===== config.mk =====
export PLATFORM = sky130hd
export DESIGN_NAME = rxdma_stat_tracker
export DESIGN_NICKNAME = d
export VERILOG_FILES = /design/src/rtl/rxdma_stat_pkg.sv /design/src/rtl/pingpong_seq.sv /design/src/rtl/rx_err_track.sv /design/src/rtl/ssel_capture.sv /design/src/rtl/rxdma_stat_tracker.sv
export SDC_FILE = /design/constraint.sdc
export NUM_CORES = 1
export LEC_CHECK = 0
export BUFFER_PORTS_ARGS = -buffer_cell sky130_fd_sc_hd__buf_2
export CORE_ASPECT_RATIO = 1.5
export CORE_UTILIZATION = 35
export CTS_CLUSTER_SIZE = 25
export DETAILED_ROUTE_END_ITERATION = 10
export GPL_ROUTABILITY_DRIVEN = 0
export PLACE_DENSITY = 0.54
export SLEW_MARGIN = 20
export SYNTH_ARGS = -nofsm -noshare
export SYNTH_HDL_FRONTEND = slang
export SYNTH_SLANG_ARGS = --single-unit

===== constraint.sdc =====
create_clock -name clk -period 3.8 [get_ports clk]
set_input_delay 1.14 -clock clk [delete_from_list [all_inputs] [get_ports clk]]
set_output_delay 1.14 -clock clk [all_outputs]
set_load 0.01 [all_outputs]

===== src/rtl/rxdma_stat_pkg.sv =====
package rxdma_stat_pkg;

    localparam int NBUF   = 2;
    localparam int STAT_W = 16;

    // status word bit positions
    localparam int POS_SSEL  = 0;   // [2:0]
    localparam int POS_RXACT = 3;   // [4:3]
    localparam int POS_TXACT = 5;   // [6:5]
    localparam int POS_FRM   = 7;   // [8:7]
    localparam int POS_PAR   = 9;   // [10:9]
    localparam int POS_OVF   = 11;  // [12:11]

    localparam logic [STAT_W-1:0] RX_MASK = 16'h1F9F;

    typedef enum logic {
        BUF_A = 1'b0,
        BUF_B = 1'b1
    } buf_sel_e;

    typedef struct packed {
        logic frm;
        logic par;
        logic ovf;
    } buf_err_t;

endpackage


===== src/rtl/pingpong_seq.sv =====
module pingpong_seq #(
    parameter int CNT_W = 8
) (
    input  logic             clk,
    input  logic             rst_n,
    input  logic             clr_i,
    input  logic [1:0]       load_i,
    input  logic [CNT_W-1:0] len_i,
    input  logic             req_i,
    output logic             xfer_o,
    output logic             ptr_o,
    output logic [1:0]       act_o,
    output logic [CNT_W-1:0] cnt_o
);
    localparam int NB = rxdma_stat_pkg::NBUF;

    typedef struct packed {
        logic [NB-1:0]            act;
        logic                     ptr;
        logic [NB-1:0][CNT_W-1:0] cnt;
        logic [NB-1:0][CNT_W-1:0] len;
    } seq_t;

    seq_t             s_d, s_q;
    logic [CNT_W-1:0] nxt_cnt;

    always_comb begin
        s_d     = s_q;
        xfer_o  = 1'b0;
        nxt_cnt = s_q.cnt[s_q.ptr] + CNT_W'(1);
        if (clr_i) begin
            s_d = '0;
        end else begin
            for (int b = 0; b < NB; b++) begin
                if (load_i[b]) begin
                    s_d.len[b] = len_i;
                    s_d.cnt[b] = '0;
                    s_d.act[b] = (len_i != '0);
                end
            end
            if (req_i && s_q.act[s_q.ptr] && !load_i[s_q.ptr]) begin
                xfer_o             = 1'b1;
                s_d.cnt[s_q.ptr]   = nxt_cnt;
                if (nxt_cnt == s_q.len[s_q.ptr]) begin
                    s_d.act[s_q.ptr] = 1'b0;
                    s_d.ptr          = ~s_q.ptr;
                end
            end
        end
    end

    always_ff @(posedge clk or negedge rst_n) begin
        if (!rst_n) s_q <= '0;
        else        s_q <= s_d;
    end

    assign ptr_o = s_q.ptr;
    assign act_o = s_q.act;
    assign cnt_o = s_q.cnt[s_q.ptr];

    for (genvar gb = 0; gb < NB; gb++) begin : g_bound
        // an active buffer never holds its full length
        assert_len_bound_R3: assert property (@(posedge clk) disable iff (!rst_n)
            s_q.act[gb] |-> (s_q.cnt[gb] < s_q.len[gb]));
    end

endmodule


===== src/rtl/rx_err_track.sv =====
module rx_err_track
    import rxdma_stat_pkg::*;
(
    input  logic                clk,
    input  logic                rst_n,
    input  logic                clr_i,
    input  logic [1:0]          load_i,
    input  logic                take_i,
    input  logic                ptr_i,
    input  logic                uart_i,
    input  logic                frm_i,
    input  logic                par_i,
    input  logic                ovr_i,
    output buf_err_t [NBUF-1:0] err_o
);
    buf_err_t [NBUF-1:0] e_d, e_q;

    always_comb begin
        e_d = e_q;
        if (clr_i) begin
            e_d = '0;
        end else begin
            for (int b = 0; b < NBUF; b++) begin
                if (load_i[b]) e_d[b] = '0;
            end
            if (take_i) begin
                e_d[ptr_i].frm = e_q[ptr_i].frm | (frm_i & uart_i);
                e_d[ptr_i].par = e_q[ptr_i].par | (par_i & uart_i);
                e_d[ptr_i].ovf = e_q[ptr_i].ovf | ovr_i;
            end
        end
    end

    always_ff @(posedge clk or negedge rst_n) begin
        if (!rst_n) e_q <= '0;
        else        e_q <= e_d;
    end

    assign err_o = e_q;

    for (genvar gb = 0; gb < NBUF; gb++) begin : g_chk
        assert_load_clears_R7: assert property (@(posedge clk) disable iff (!rst_n)
            load_i[gb] |=> (err_o[gb] == '0));
        assert_idle_hold_R6: assert property (@(posedge clk) disable iff (!rst_n)
            (!take_i && !clr_i && !load_i[gb]) |=> $stable(err_o[gb]));
    end

endmodule


===== src/rtl/ssel_capture.sv =====
module ssel_capture #(
    parameter int CNT_W = 8
) (
    input  logic             clk,
    input  logic             rst_n,
    input  logic             clr_i,
    input  logic             load_any_i,
    input  logic             spi_i,
    input  logic             ssel_n_i,
    input  logic             ptr_i,
    input  logic [CNT_W-1:0] cnt_i,
    output logic [2:0]       code_o,
    output logic [CNT_W-1:0] saved_o
);
    typedef struct packed {
        logic             prev;
        logic [2:0]       code;
        logic [CNT_W-1:0] saved;
    } cap_t;

    localparam cap_t CAP_RST = '{prev: 1'b1, code: 3'd0, saved: '0};

    cap_t cap_d, cap_q;
    logic rise;

    always_comb begin
        cap_d      = cap_q;
        cap_d.prev = ssel_n_i;
        rise       = spi_i && ssel_n_i && !cap_q.prev;
        if (clr_i) begin
            cap_d.code  = 3'd0;
            cap_d.saved = '0;
        end else if (load_any_i) begin
            cap_d.code = 3'd0;
        end else if (rise) begin
            if (cap_q.code == 3'd0) begin
                cap_d.code  = {2'b01, ptr_i};
                cap_d.saved = cnt_i;
            end else begin
                cap_d.code[2] = 1'b1;
            end
        end
    end

    always_ff @(posedge clk or negedge rst_n) begin
        if (!rst_n) cap_q <= CAP_RST;
        else        cap_q <= cap_d;
    end

    assign code_o  = cap_q.code;
    assign saved_o = cap_q.saved;

    assert_code_legal_R10: assert property (@(posedge clk) disable iff (!rst_n)
        !(code_o inside {3'd1, 3'd4, 3'd5}));
    assert_clear_on_load_R12: assert property (@(posedge clk) disable iff (!rst_n)
        (clr_i || load_any_i) |=> (code_o == 3'd0));
    assert_saved_hold_R11: assert property (@(posedge clk) disable iff (!rst_n)
        (code_o != 3'd0 && !clr_i) |=> $stable(saved_o));

endmodule


===== src/rtl/rxdma_stat_tracker.sv =====
module rxdma_stat_tracker
    import rxdma_stat_pkg::*;
#(
    parameter int CNT_W = 8
) (
    input  logic              clk,
    input  logic              rst_n,
    input  logic              dma_rst_i,
    input  logic              spi_mode_i,
    input  logic              rx_load_a_i,
    input  logic              rx_load_b_i,
    input  logic [CNT_W-1:0]  rx_len_i,
    input  logic              rx_valid_i,
    input  logic              rx_frm_err_i,
    input  logic              rx_par_err_i,
    input  logic              rx_ovr_i,
    output logic              rx_pop_o,
    input  logic              ssel_n_i,
    input  logic              tx_load_a_i,
    input  logic              tx_load_b_i,
    input  logic [CNT_W-1:0]  tx_len_i,
    input  logic              tx_req_i,
    output logic              tx_pop_o,
    output logic [STAT_W-1:0] status_o,
    output logic [CNT_W-1:0]  saved_cnt_o
);
    logic [1:0]          rx_load, tx_load, rx_act, tx_act;
    logic                rx_ptr, tx_ptr;
    logic [CNT_W-1:0]    rx_cnt, tx_cnt;
    logic [2:0]          ssel_code;
    buf_err_t [NBUF-1:0] err;

    assign rx_load = {rx_load_b_i, rx_load_a_i};
    assign tx_load = {tx_load_b_i, tx_load_a_i};

    pingpong_seq #(.CNT_W(CNT_W)) u_rx_seq (
        .clk(clk), .rst_n(rst_n), .clr_i(dma_rst_i), .load_i(rx_load),
        .len_i(rx_len_i), .req_i(rx_valid_i), .xfer_o(rx_pop_o),
        .ptr_o(rx_ptr), .act_o(rx_act), .cnt_o(rx_cnt)
    );

    pingpong_seq #(.CNT_W(CNT_W)) u_tx_seq (
        .clk(clk), .rst_n(rst_n), .clr_i(1'b0), .load_i(tx_load),
        .len_i(tx_len_i), .req_i(tx_req_i), .xfer_o(tx_pop_o),
        .ptr_o(tx_ptr), .act_o(tx_act), .cnt_o(tx_cnt)
    );

    rx_err_track u_err (
        .clk(clk), .rst_n(rst_n), .clr_i(dma_rst_i), .load_i(rx_load),
        .take_i(rx_pop_o), .ptr_i(rx_ptr), .uart_i(!spi_mode_i),
        .frm_i(rx_frm_err_i), .par_i(rx_par_err_i), .ovr_i(rx_ovr_i),
        .err_o(err)
    );

    ssel_capture #(.CNT_W(CNT_W)) u_ssel (
        .clk(clk), .rst_n(rst_n), .clr_i(dma_rst_i),
        .load_any_i(|rx_load), .spi_i(spi_mode_i), .ssel_n_i(ssel_n_i),
        .ptr_i(rx_ptr), .cnt_i(rx_cnt), .code_o(ssel_code),
        .saved_o(saved_cnt_o)
    );

    always_comb begin
        status_o = '0;
        status_o[POS_SSEL +: 3] = ssel_code;
        status_o[POS_RXACT +: 2] = rx_act;
        status_o[POS_TXACT +: 2] = tx_act;
        for (int b = 0; b < NBUF; b++) begin
            status_o[POS_FRM + b] = err[b].frm;
            status_o[POS_PAR + b] = err[b].par;
            status_o[POS_OVF + b] = err[b].ovf;
        end
    end

    assert_dma_rst_R8: assert property (@(posedge clk) disable iff (!rst_n)
        dma_rst_i |=> (((status_o & RX_MASK) == '0) && (saved_cnt_o == '0)));
    assert_rx_fell_R3: assert property (@(posedge clk) disable iff (!rst_n)
        ($fell(rx_act[0]) && !$past(rx_load_a_i) && !$past(dma_rst_i)) |-> (rx_ptr == BUF_B));
    assert_tx_hold_R13: assert property (@(posedge clk) disable iff (!rst_n)
        (!tx_req_i && !tx_load_a_i && !tx_load_b_i) |=> ($stable(tx_cnt) && $stable(tx_ptr)));

endmodule


Word-level counts from Yosys, hierarchy flattened
Index checks and enable logic that the tools add are counted.
Word-level totals
  bits in registers: 88
  input bits: 30
  word-level logic and storage cells: 141
Operators by class
  add/sub/neg operators: 2
  order comparisons: 4
  eq/ne operators: 3
  muxes and demuxes: 71
  bitwise logic cells: 11
  reduce and logical (&&, ||, !) cells: 28
Operators with widths (count)
  8-bit 2-to-1 mux: 19
  19-bit 2-to-1 mux: 2
  35-bit 2-to-1 mux: 1
  16-bit bitwise mux: 2
  3-bit 2-to-1 mux: 10
  11-bit 2-to-1 mux: 2
  1-bit 2-to-1 mux: 21
  6-bit bitwise mux: 3
  8-bit by 1-bit adder with 8-bit output, second input constant: 2
  8-bit demux with 1-bit select: 2
  8-bit == test: 2
  8-bit nonzero test: 2
  6-bit 2-to-1 mux: 2
  2-bit nonzero test: 6
  10-bit 2-to-1 mux: 1
  3-bit demux with 1-bit select: 3
  1-bit logical AND: 8
  2-bit AND reduction: 3
  3-bit nonzero test: 2
  2-bit bitwise AND: 2
  1-bit zero test: 4
  1-bit by 2-bit less-than comparator with 1-bit output, second input constant: 2
  2-bit NOT: 2
  3-bit zero test: 1
  9 further kinds: 15

Logic depth before layout (Yosys ltp)
Gate-level depths: netlist of the first run.
  word-level depth: 9
  depth in mapped cells: 13
  mapped depth without buffers: 9

Cells and area by module
From an unflattened synthesis of the first run, not the netlist that was laid out.
Second synthesis, totals
  cell total of the unflattened synthesis: 555
  area, all modules: 5406.4 µm²
By module, submodules not included
  pingpong_seq (u_tx_seq): times used 1, cells each 237, area each 2267.2 µm²
  pingpong_seq (u_rx_seq): times used 1, cells each 223, area each 2218.4 µm²
  ssel_capture: times used 1, cells each 63, area each 620.6 µm²
  rx_err_track: times used 1, cells each 26, area each 264.0 µm²
  rxdma_stat_tracker: times used 1, cells each 6, area each 36.3 µm²

Worst setup path after synthesis of the first run
OpenSTA, ideal clock, no wires.
  kind: register to register
  from: register u_rx_seq.s_q, in the netlist u_rx_seq.ptr_o
  to: register u_rx_seq.s_q, in the netlist u_rx_seq.ptr_o
  data arrival time: 2964 ps
  required time: 3664 ps
  setup slack: 701 ps
  cell stages (with the launch flop): 14
  path buffers: 4
  clock period less this slack: 3099 ps
  cell sequence: dfrtp_1 -> buf_4 -> clkbuf_1 -> buf_1 -> mux2_2 -> ha_1 -> clkbuf_1 -> nand3_1 -> xor2_1 -> nor3_1 -> nor4_1 -> nand3_1 -> o311ai_1 -> o41ai_1
On the way
  longest elaborated chain between the ends: 6
  elaborated cells on any way between the ends: 20
  those cells by class: add/sub (1); eq/ne (1); mux (11); bitwise (1); reduce/logical (6)
RTL lines
  start: declaration: RTL line pingpong_seq.sv:24  | seq_t s_d, s_q;
  start signal: assignment: RTL line pingpong_seq.sv:53  | if (!rst_n) s_q <= '0;
  start signal: assignment: RTL line pingpong_seq.sv:54  | else s_q <= s_d;
  8-bit 2-to-1 mux (implied by the code) or 1-bit 2-to-1 mux (tied branches) (2 in a row): RTL line pingpong_seq.sv:30, pingpong_seq.sv:41
  8-bit by 1-bit adder with 8-bit output, or another cell as far along: RTL line pingpong_seq.sv:30  | nxt_cnt = s_q.cnt[s_q.ptr] + CNT_W'(1);
  8-bit == test or 1-bit logical AND (tied branches): RTL line pingpong_seq.sv:44, pingpong_seq.sv:41
  2-bit nonzero test (no source line)
  2-bit AND reduction (no source line)
Several ways; a longest one is shown, not always the timed one. The select of a mux whose other input is x is not followed.
A chain may end at the register's enable or synchronous reset.

Worst setup path in the final report of the first run
  from: input rx_load_a_i
  to: output rx_pop_o
On the way
  longest elaborated chain between the ends: 6
RTL lines
  start: declaration: RTL line rxdma_stat_tracker.sv:10  | input logic rx_load_a_i,
  1-bit 2-to-1 mux (implied by the code) (2 in a row): RTL line pingpong_seq.sv:41  | if (req_i && s_q.act[s_q.ptr] && !load_i[s_q.ptr]) begin
  1-bit zero test: RTL line pingpong_seq.sv:41
  1-bit logical AND: RTL line pingpong_seq.sv:41
  1-bit 2-to-1 mux: RTL line pingpong_seq.sv:41
  1-bit 2-to-1 mux: RTL line pingpong_seq.sv:31  | if (clr_i) begin
  end: declaration: RTL line rxdma_stat_tracker.sv:17  | output logic rx_pop_o,
No other way between the ends. The select of a mux whose other input is x is not followed.

==> out/qor.yml, run 1 <==
outcome:
  status: "finished with violations"
  violations: "design-rule violations"
hold_path:
  hold_path_depth: 2
  hold_end: "u_err.err_o[0]$_DFF_PN0_"
  min_path_type: "flip-flop to flip-flop"
  worstHoldStart: "u_err.err_o[0]$_DFF_PN0_"
synthesis:
  synthSimpleGateAreaFrac_pct: 15.9
  syn_area_um2: 4860
  synthAdderAreaFrac_pct: 0.515
  synth-main-ff-cell: "dfrtp_1"
  ys_warn_count: 0
  synth_seq_cells: 88
  synth-xor-area-share_pct: 9.38
  syn-instance-count: 490
  synth-seq-area-share_pct: 45.4
  synthDistinctLibCells: 51
  avgSynthCellArea_um2: 9.91
  synth_top_family_by_area: "simple AND/OR/NAND/NOR gates"
  async_flop_share_pct: 100
  post_synth_mux_area_share_pct: 13.2
  synth_compound_area_share_pct: 9.84
  synth_edf_count: 0
die:
  die_x_um: 98.2
  dieArea_um2: 14400
  num_io_pins: 56
  rows: 52
  die_height_um: 146
  start_util_pct: 35.9
  design.core.area_um2: 13500
route:
  drt_first_iter_violations: 169
  wire_per_inst_um: 17.4
  routed_via_density: 5.37
  detail-route-antenna-nets: 0
  wirelength_mm: 11.9
  drc: 3
  first_pass_iters: 8
  vias: 3680
grt:
  antenna_found_initial: 0
  first_global_vias: 3760
  grt_pass1_wl_mm: 19.5
  overflow: 0
  grt_max_degree: 47
  track_usage_pct: 17.4
timing:
  finalSetupTns_ns: 0
  fmax_mhz: 285
  finalClockSkew_ns: 0.00637
  slew_viol_final: 0
  fin_crit_sh_pct: 92.3
  rsz0062_at_grt: "false"
  period_needed_ns: 3.51
  finalSetupViolations: 0
  hold_viol: 0
  maxSlewHeadroom_pct: 59.0
  worstMarginPinSlew_ns: 0.616
cts:
  numCtsBuffers: 9
  cts_resized: 0
  clock-sinks: 88
  root_buffer: "clkbuf_16"
  cts_max_path_buffers: 2
  cts_tree: "built"
  clk_pin_slew_ns: 0.06
  cts_setup_buffers: 0
  h-tree-depth: 3
  postCtsHoldBufs: 0
  clock_latency_ns: 0.34
setup_path:
  end_kind: "output pin"
  r2r_cells: 9
  start_kind: "input pin"
  max_stage_delay_ns: 0.43
  worstReg2RegEnd: "u_rx_seq.act_o[0]$_DFF_PN0_"
  cp_top_family: "buffers and inverters"
  r2r-start: "u_rx_seq.ptr_o$_DFFE_PN0P_"
  slowest_stage: "or3_1"
  path_cells: "buf_2 > inv_1 > a21oi_1 > or3_1 > a21oi_1 > buf_2"
  r2r_slack_ns: 0.97
  critPathBufInv: 3
  startpoint: "rx_load_a_i"
  critPathArrivalTime_ns: 2.37
  critPathKind: "input pin to output pin"
  crit_fanout: 12
  timing.critical_path.required_ns: 2.66
run:
  maxCapViolations: 0
place:
  portBuffers: 52
  dp_hpwl_mm: 8.62
  dp.cells: 669
layout:
  diodes: 0
  nFillCells: 1378
  fin_cells: 685
  utilization_pct: 40.1
  nets: 550
  drive_gt1_share_pct: 19.9
  layout_commonest_cell: "dfrtp_1"
  seqCellArea_um2: 2200
  final_cell_mix: "dfrtp_1 (87), nor2_1 (72), buf_2 (51)"
  multiInputGateArea_um2: 2380
  syn_to_final_growth_pct: 11.8
pwr:
  p_leak_nw: 2.42
  p_per_area_nw_per_um2: 394
  ir_worst_vdd_mv: 0.181
sequential cells by signal, summed over array words and instances (netlist names):
name / flops
u_ssel.cap_q: 1
u_rx_seq.s_q: 32
u_err.err_o: 6
u_ssel.code_o: 3
u_ssel.saved_o: 8
u_rx_seq.act_o: 2
u_rx_seq.ptr_o: 1
u_tx_seq.act_o: 2
u_tx_seq.s_q: 32
u_tx_seq.ptr_o: 1
synth_stat cells (all sizes together) (5+ instances only):
cell type,count,area (µm²)
and3,6,37.5
mux2,22,251
dfrtp,87,2180
or3,11,68.8
nor2,72,270
xnor2,29,254
buf,26,181
nand2,29,109
nor2b,5,31.3
clkbuf,18,67.6
inv,8,30.0
a21oi,27,135
nor3,7,35.0
xor2,23,201
o21ai,14,70.1
mux2i,39,390
nand3,15,75.1
a211oi,8,60.1
layout make-up:
type | count | share of cell area [%]
well taps | 162 | 3.73
flip-flops and latches | 88 | 40.6
inverters | 8 | 0.553
clock buffers | 10 | 4.40
clock inverters | 6 | 1.08
repair buffers | 59 | 5.81
multi-input cells | 352 | 43.9
logic make-up after synthesis:
group | Yosys count
simple gates | 161
mux | 61
other cells | 1
xor+xnor | 52
fa+ha+maj | 2
buf+inv | 52
flops | 88
compound gates | 73
where the power goes:
part	total (mW)	switching (mW)	internal [mW]	leakage [nW]
clock network	0.893	0.369	0.524	0.152
registers	1.01	0.0316	0.975	1.17
logic	0.243	0.141	0.102	1.10
layer usage:
layer / share of wire [%] / global-route usage, % / vias up
met3: 3.7 / 2.82 / 24
met1: 41 / 20.4 / 1830
met2: 52 / 30.9 / 91
li1: - / - / 1735
met4: 3.2 / 7.99 / 0
met5: 0 / 0 / -
worst min-delay path, cell delays in order, from the launching register on:
cell and delay [ns]:
dfrtp_1 0.35, a21oi_1 0.04, nor2_1 0.07
per-stage QoR:
| stage | instance area [µm²] | setup slack (ns) | hold slack [ns] | power [mW] |
|---|---|---|---|---|
| after global routing | 5430 | 0.228 | 0.538 | 2.24 |
| after global placement | 5130 | 0.380 | 0.483 | 1.26 |
| final | 5430 | 0.294 | 0.502 | 2.14 |
| after detailed placement | 5130 | 0.326 | 0.497 | 1.27 |
| after floorplan | 4860 | 0.701 | 0.480 | 1.19 |
| after CTS | 5430 | 0.320 | 0.512 | 2.17 |
worst max-delay path by stage:
stage / to / slack [ns] / cells past startpoint
2_1_floorplan: u_rx_seq.ptr_o$_DFFE_PN0P_ / 0.70 / 13
3_3_place_gp: rx_pop_o / 0.38 / 6
3_5_place_dp: rx_pop_o / 0.33 / 6
4_1_cts: rx_pop_o / 0.32 / 6
5_1_grt: rx_pop_o / 0.23 / 6
6_report: rx_pop_o / 0.29 / 6
Note: power is estimated with default switching activity, not from simulation.
==> inputs of run 2 (changes only) <==
--- a/config.mk
+++ b/config.mk
@@ -11,6 +11,7 @@
 export CTS_CLUSTER_SIZE = 25
 export DETAILED_ROUTE_END_ITERATION = 10
 export GPL_ROUTABILITY_DRIVEN = 0
+export GPL_TIMING_DRIVEN = 0
 export PLACE_DENSITY = 0.54
 export SLEW_MARGIN = 20
 export SYNTH_ARGS = -nofsm -noshare
==> constraint.sdc (replaced) <==
create_clock -name clk -period 3.7 [get_ports clk]
set_input_delay 1.11 -clock clk [delete_from_list [all_inputs] [get_ports clk]]
set_output_delay 1.11 -clock clk [all_outputs]
set_load 0.01 [all_outputs]
==> run 2 against run 1 <==
Net effect: the run now ends clean; final cell count up 4.8%; critical path depth up 6; flip-flop and latch count unchanged; power up 0.46%; worst hold slack better by 0.0044 ns; cell area up 3.4%; highest routed layer unchanged.
==> out/qor.yml, run 2 (same netlist as run 1, synthesis figures left out) <==
die:
  die_height_um: 146
  design.core.area_um2: 13500
  start_util_pct: 35.9
  num_io_pins: 56
  rows: 52
  die_x_um: 98.2
  dieArea_um2: 14400
layout:
  multiInputGateArea_um2: 2380
  syn_to_final_growth_pct: 15.7
  drive_gt1_share_pct: 20.9
  nets: 584
  layout_commonest_cell: "dfrtp_1"
  utilization_pct: 41.5
  seqCellArea_um2: 2200
  nFillCells: 1382
  final_cell_mix: "dfrtp_1 (87), nor2_1 (72), buf_2 (50)"
  diodes: 0
grt:
  first_global_vias: 3870
  track_usage_pct: 18.0
  antenna_found_initial: 0
  grt_pass1_wl_mm: 20.1
  overflow: 0
  grt_max_degree: 75
route:
  wire_per_inst_um: 17.0
  route.met3.wl_um: 329
  wirelength_mm: 12.2
  wl_met1_mm: 5.04
  wl_met2_mm: 6.70
  top_layer_used: "met4"
  first_pass_iters: 6
  routed_via_density: 5.17
  vias: 3712
  detail-route-antenna-nets: 0
  drc: 0
  drt_first_iter_violations: 181
hold_path:
  hold_path_depth: 2
  min_path_type: "flip-flop to flip-flop"
  hold_end: "u_err.err_o[2]$_DFF_PN0_"
  worstHoldStart: "u_err.err_o[2]$_DFF_PN0_"
setup_path:
  r2r_slack_ns: 0.39
  path_cells: "buf_4 > buf_2 > mux2_2 > ha_1 > clkbuf_1 > nand2_1 > o22ai_1 > nand2_1 > mux2_2 > a21oi_1 > o311ai_1 > a21oi_1"
  end_kind: "flip-flop"
  critPathBufInv: 3
  r2r-start: "u_rx_seq.ptr_o$_DFFE_PN0P_"
  worstReg2RegEnd: "u_rx_seq.act_o[0]$_DFF_PN0_"
  max_stage_delay_ns: 0.39
  timing.critical_path.required_ns: 3.97
  crit_fanout: 19
  start_kind: "flip-flop"
  critPathKind: "flip-flop to flip-flop"
  r2r_cells: 12
  slowest_stage: "dfrtp_1"
  startpoint: "u_rx_seq.ptr_o$_DFFE_PN0P_"
  critPathArrivalTime_ns: 3.58
  cp_top_family: "buffers and inverters"
cts:
  postCtsHoldBufs: 0
  cts_max_path_buffers: 2
  cts_resized: 1
  clock_latency_ns: 0.34
  clk_pin_slew_ns: 0.06
  h-tree-depth: 3
  numCtsBuffers: 9
  cts_setup_buffers: 0
  clock-sinks: 88
  cts_tree: "built"
  root_buffer: "clkbuf_16"
pwr:
  p_per_area_nw_per_um2: 383
  p_leak_nw: 2.51
  ir_worst_vdd_mv: 0.196
timing:
  fin_crit_sh_pct: 89.5
  timing.hold.ws_ns: 0.506
  finalSetupViolations: 0
  maxSlewHeadroom_pct: 46.0
  hold_viol: 0
  finalClockSkew_ns: 0.00805
  rsz0062_at_grt: "false"
  period_needed_ns: 3.31
  slew_viol_final: 0
  fmax_mhz: 302
  worstMarginPinSlew_ns: 0.810
place:
  dp_hpwl_mm: 9.29
  portBuffers: 49
run:
  maxCapViolations: 0
outcome:
  status: "finished, final reports clean"
## run 2: cell count changes in the layout (fill, tap and decap cells not counted), moves of 2 or more
cell,delta
clkbuf_1,+18
clkinv_2,-2
buf_4,+12
buf_6,+2
buf_1,+3
## run 2: worst max path at each step
stage	endpoint	slack, ns	depth (start not counted)
3_3_place_gp	u_rx_seq.act_o[0]$_DFF_PN0_	-0.21	13
5_1_grt	u_rx_seq.act_o[0]$_DFF_PN0_	0.08	12
4_1_cts	u_rx_seq.act_o[0]$_DFF_PN0_	0.02	13
6_report	u_rx_seq.act_o[0]$_DFF_PN0_	0.39	12
2_1_floorplan	u_rx_seq.ptr_o$_DFFE_PN0P_	0.60	13
3_5_place_dp	u_rx_seq.act_o[0]$_DFF_PN0_	-0.21	13
## run 2: routing by layer
| metal | global-route usage, % | up-vias |
|---|---|---|
| li1 | - | 1807 |
| met3 | 3.35 | 17 |
| met4 | 5.30 | 0 |
| met2 | 34.2 | 79 |
| met5 | 0 | - |
| met1 | 20.1 | 1809 |
## run 2: power by group
group	switching, mW	internal [mW]
Sequential	0.0321	1.00
Clock	0.366	0.486
Combinational	0.149	0.118
## run 2: layout make-up
| cell class | instances | share of cell area (%) |
|---|---|---|
| plain buffers | 43 | 4.39 |
| inverters | 8 | 0.535 |
| multi-input cells | 352 | 42.4 |
| flip-flops and latches | 88 | 39.2 |
| well taps | 162 | 3.61 |
| clock buffers | 12 | 4.57 |
| repair buffers | 50 | 4.97 |
| clock inverters | 3 | 0.312 |
## run 2: stage by stage
step / worst slack, ns / instance area, µm² / TNS, ns / std cells / power (mW)
after floorplan: 0.601 / 4860 / 0 / 492 / 1.22
after global placement: -0.211 / 5310 / -0.572 / 703 / 1.31
after detailed placement: -0.211 / 5350 / -0.557 / 704 / 1.32
after CTS: 0.0187 / 5620 / 0 / 719 / 2.18
after global routing: 0.0802 / 5620 / 0 / 718 / 2.24
final: 0.387 / 5620 / 0 / 718 / 2.15
## run 2: worst register-to-register path: stages (launching register included)
cell and delay (ns):
dfrtp_1 0.39, buf_4 0.26, buf_2 0.33, mux2_2 0.24
ha_1 0.14, clkbuf_1 0.37, nand2_1 0.09, o22ai_1 0.30
nand2_1 0.17, mux2_2 0.29, a21oi_1 0.33, o311ai_1 0.17
a21oi_1 0.15
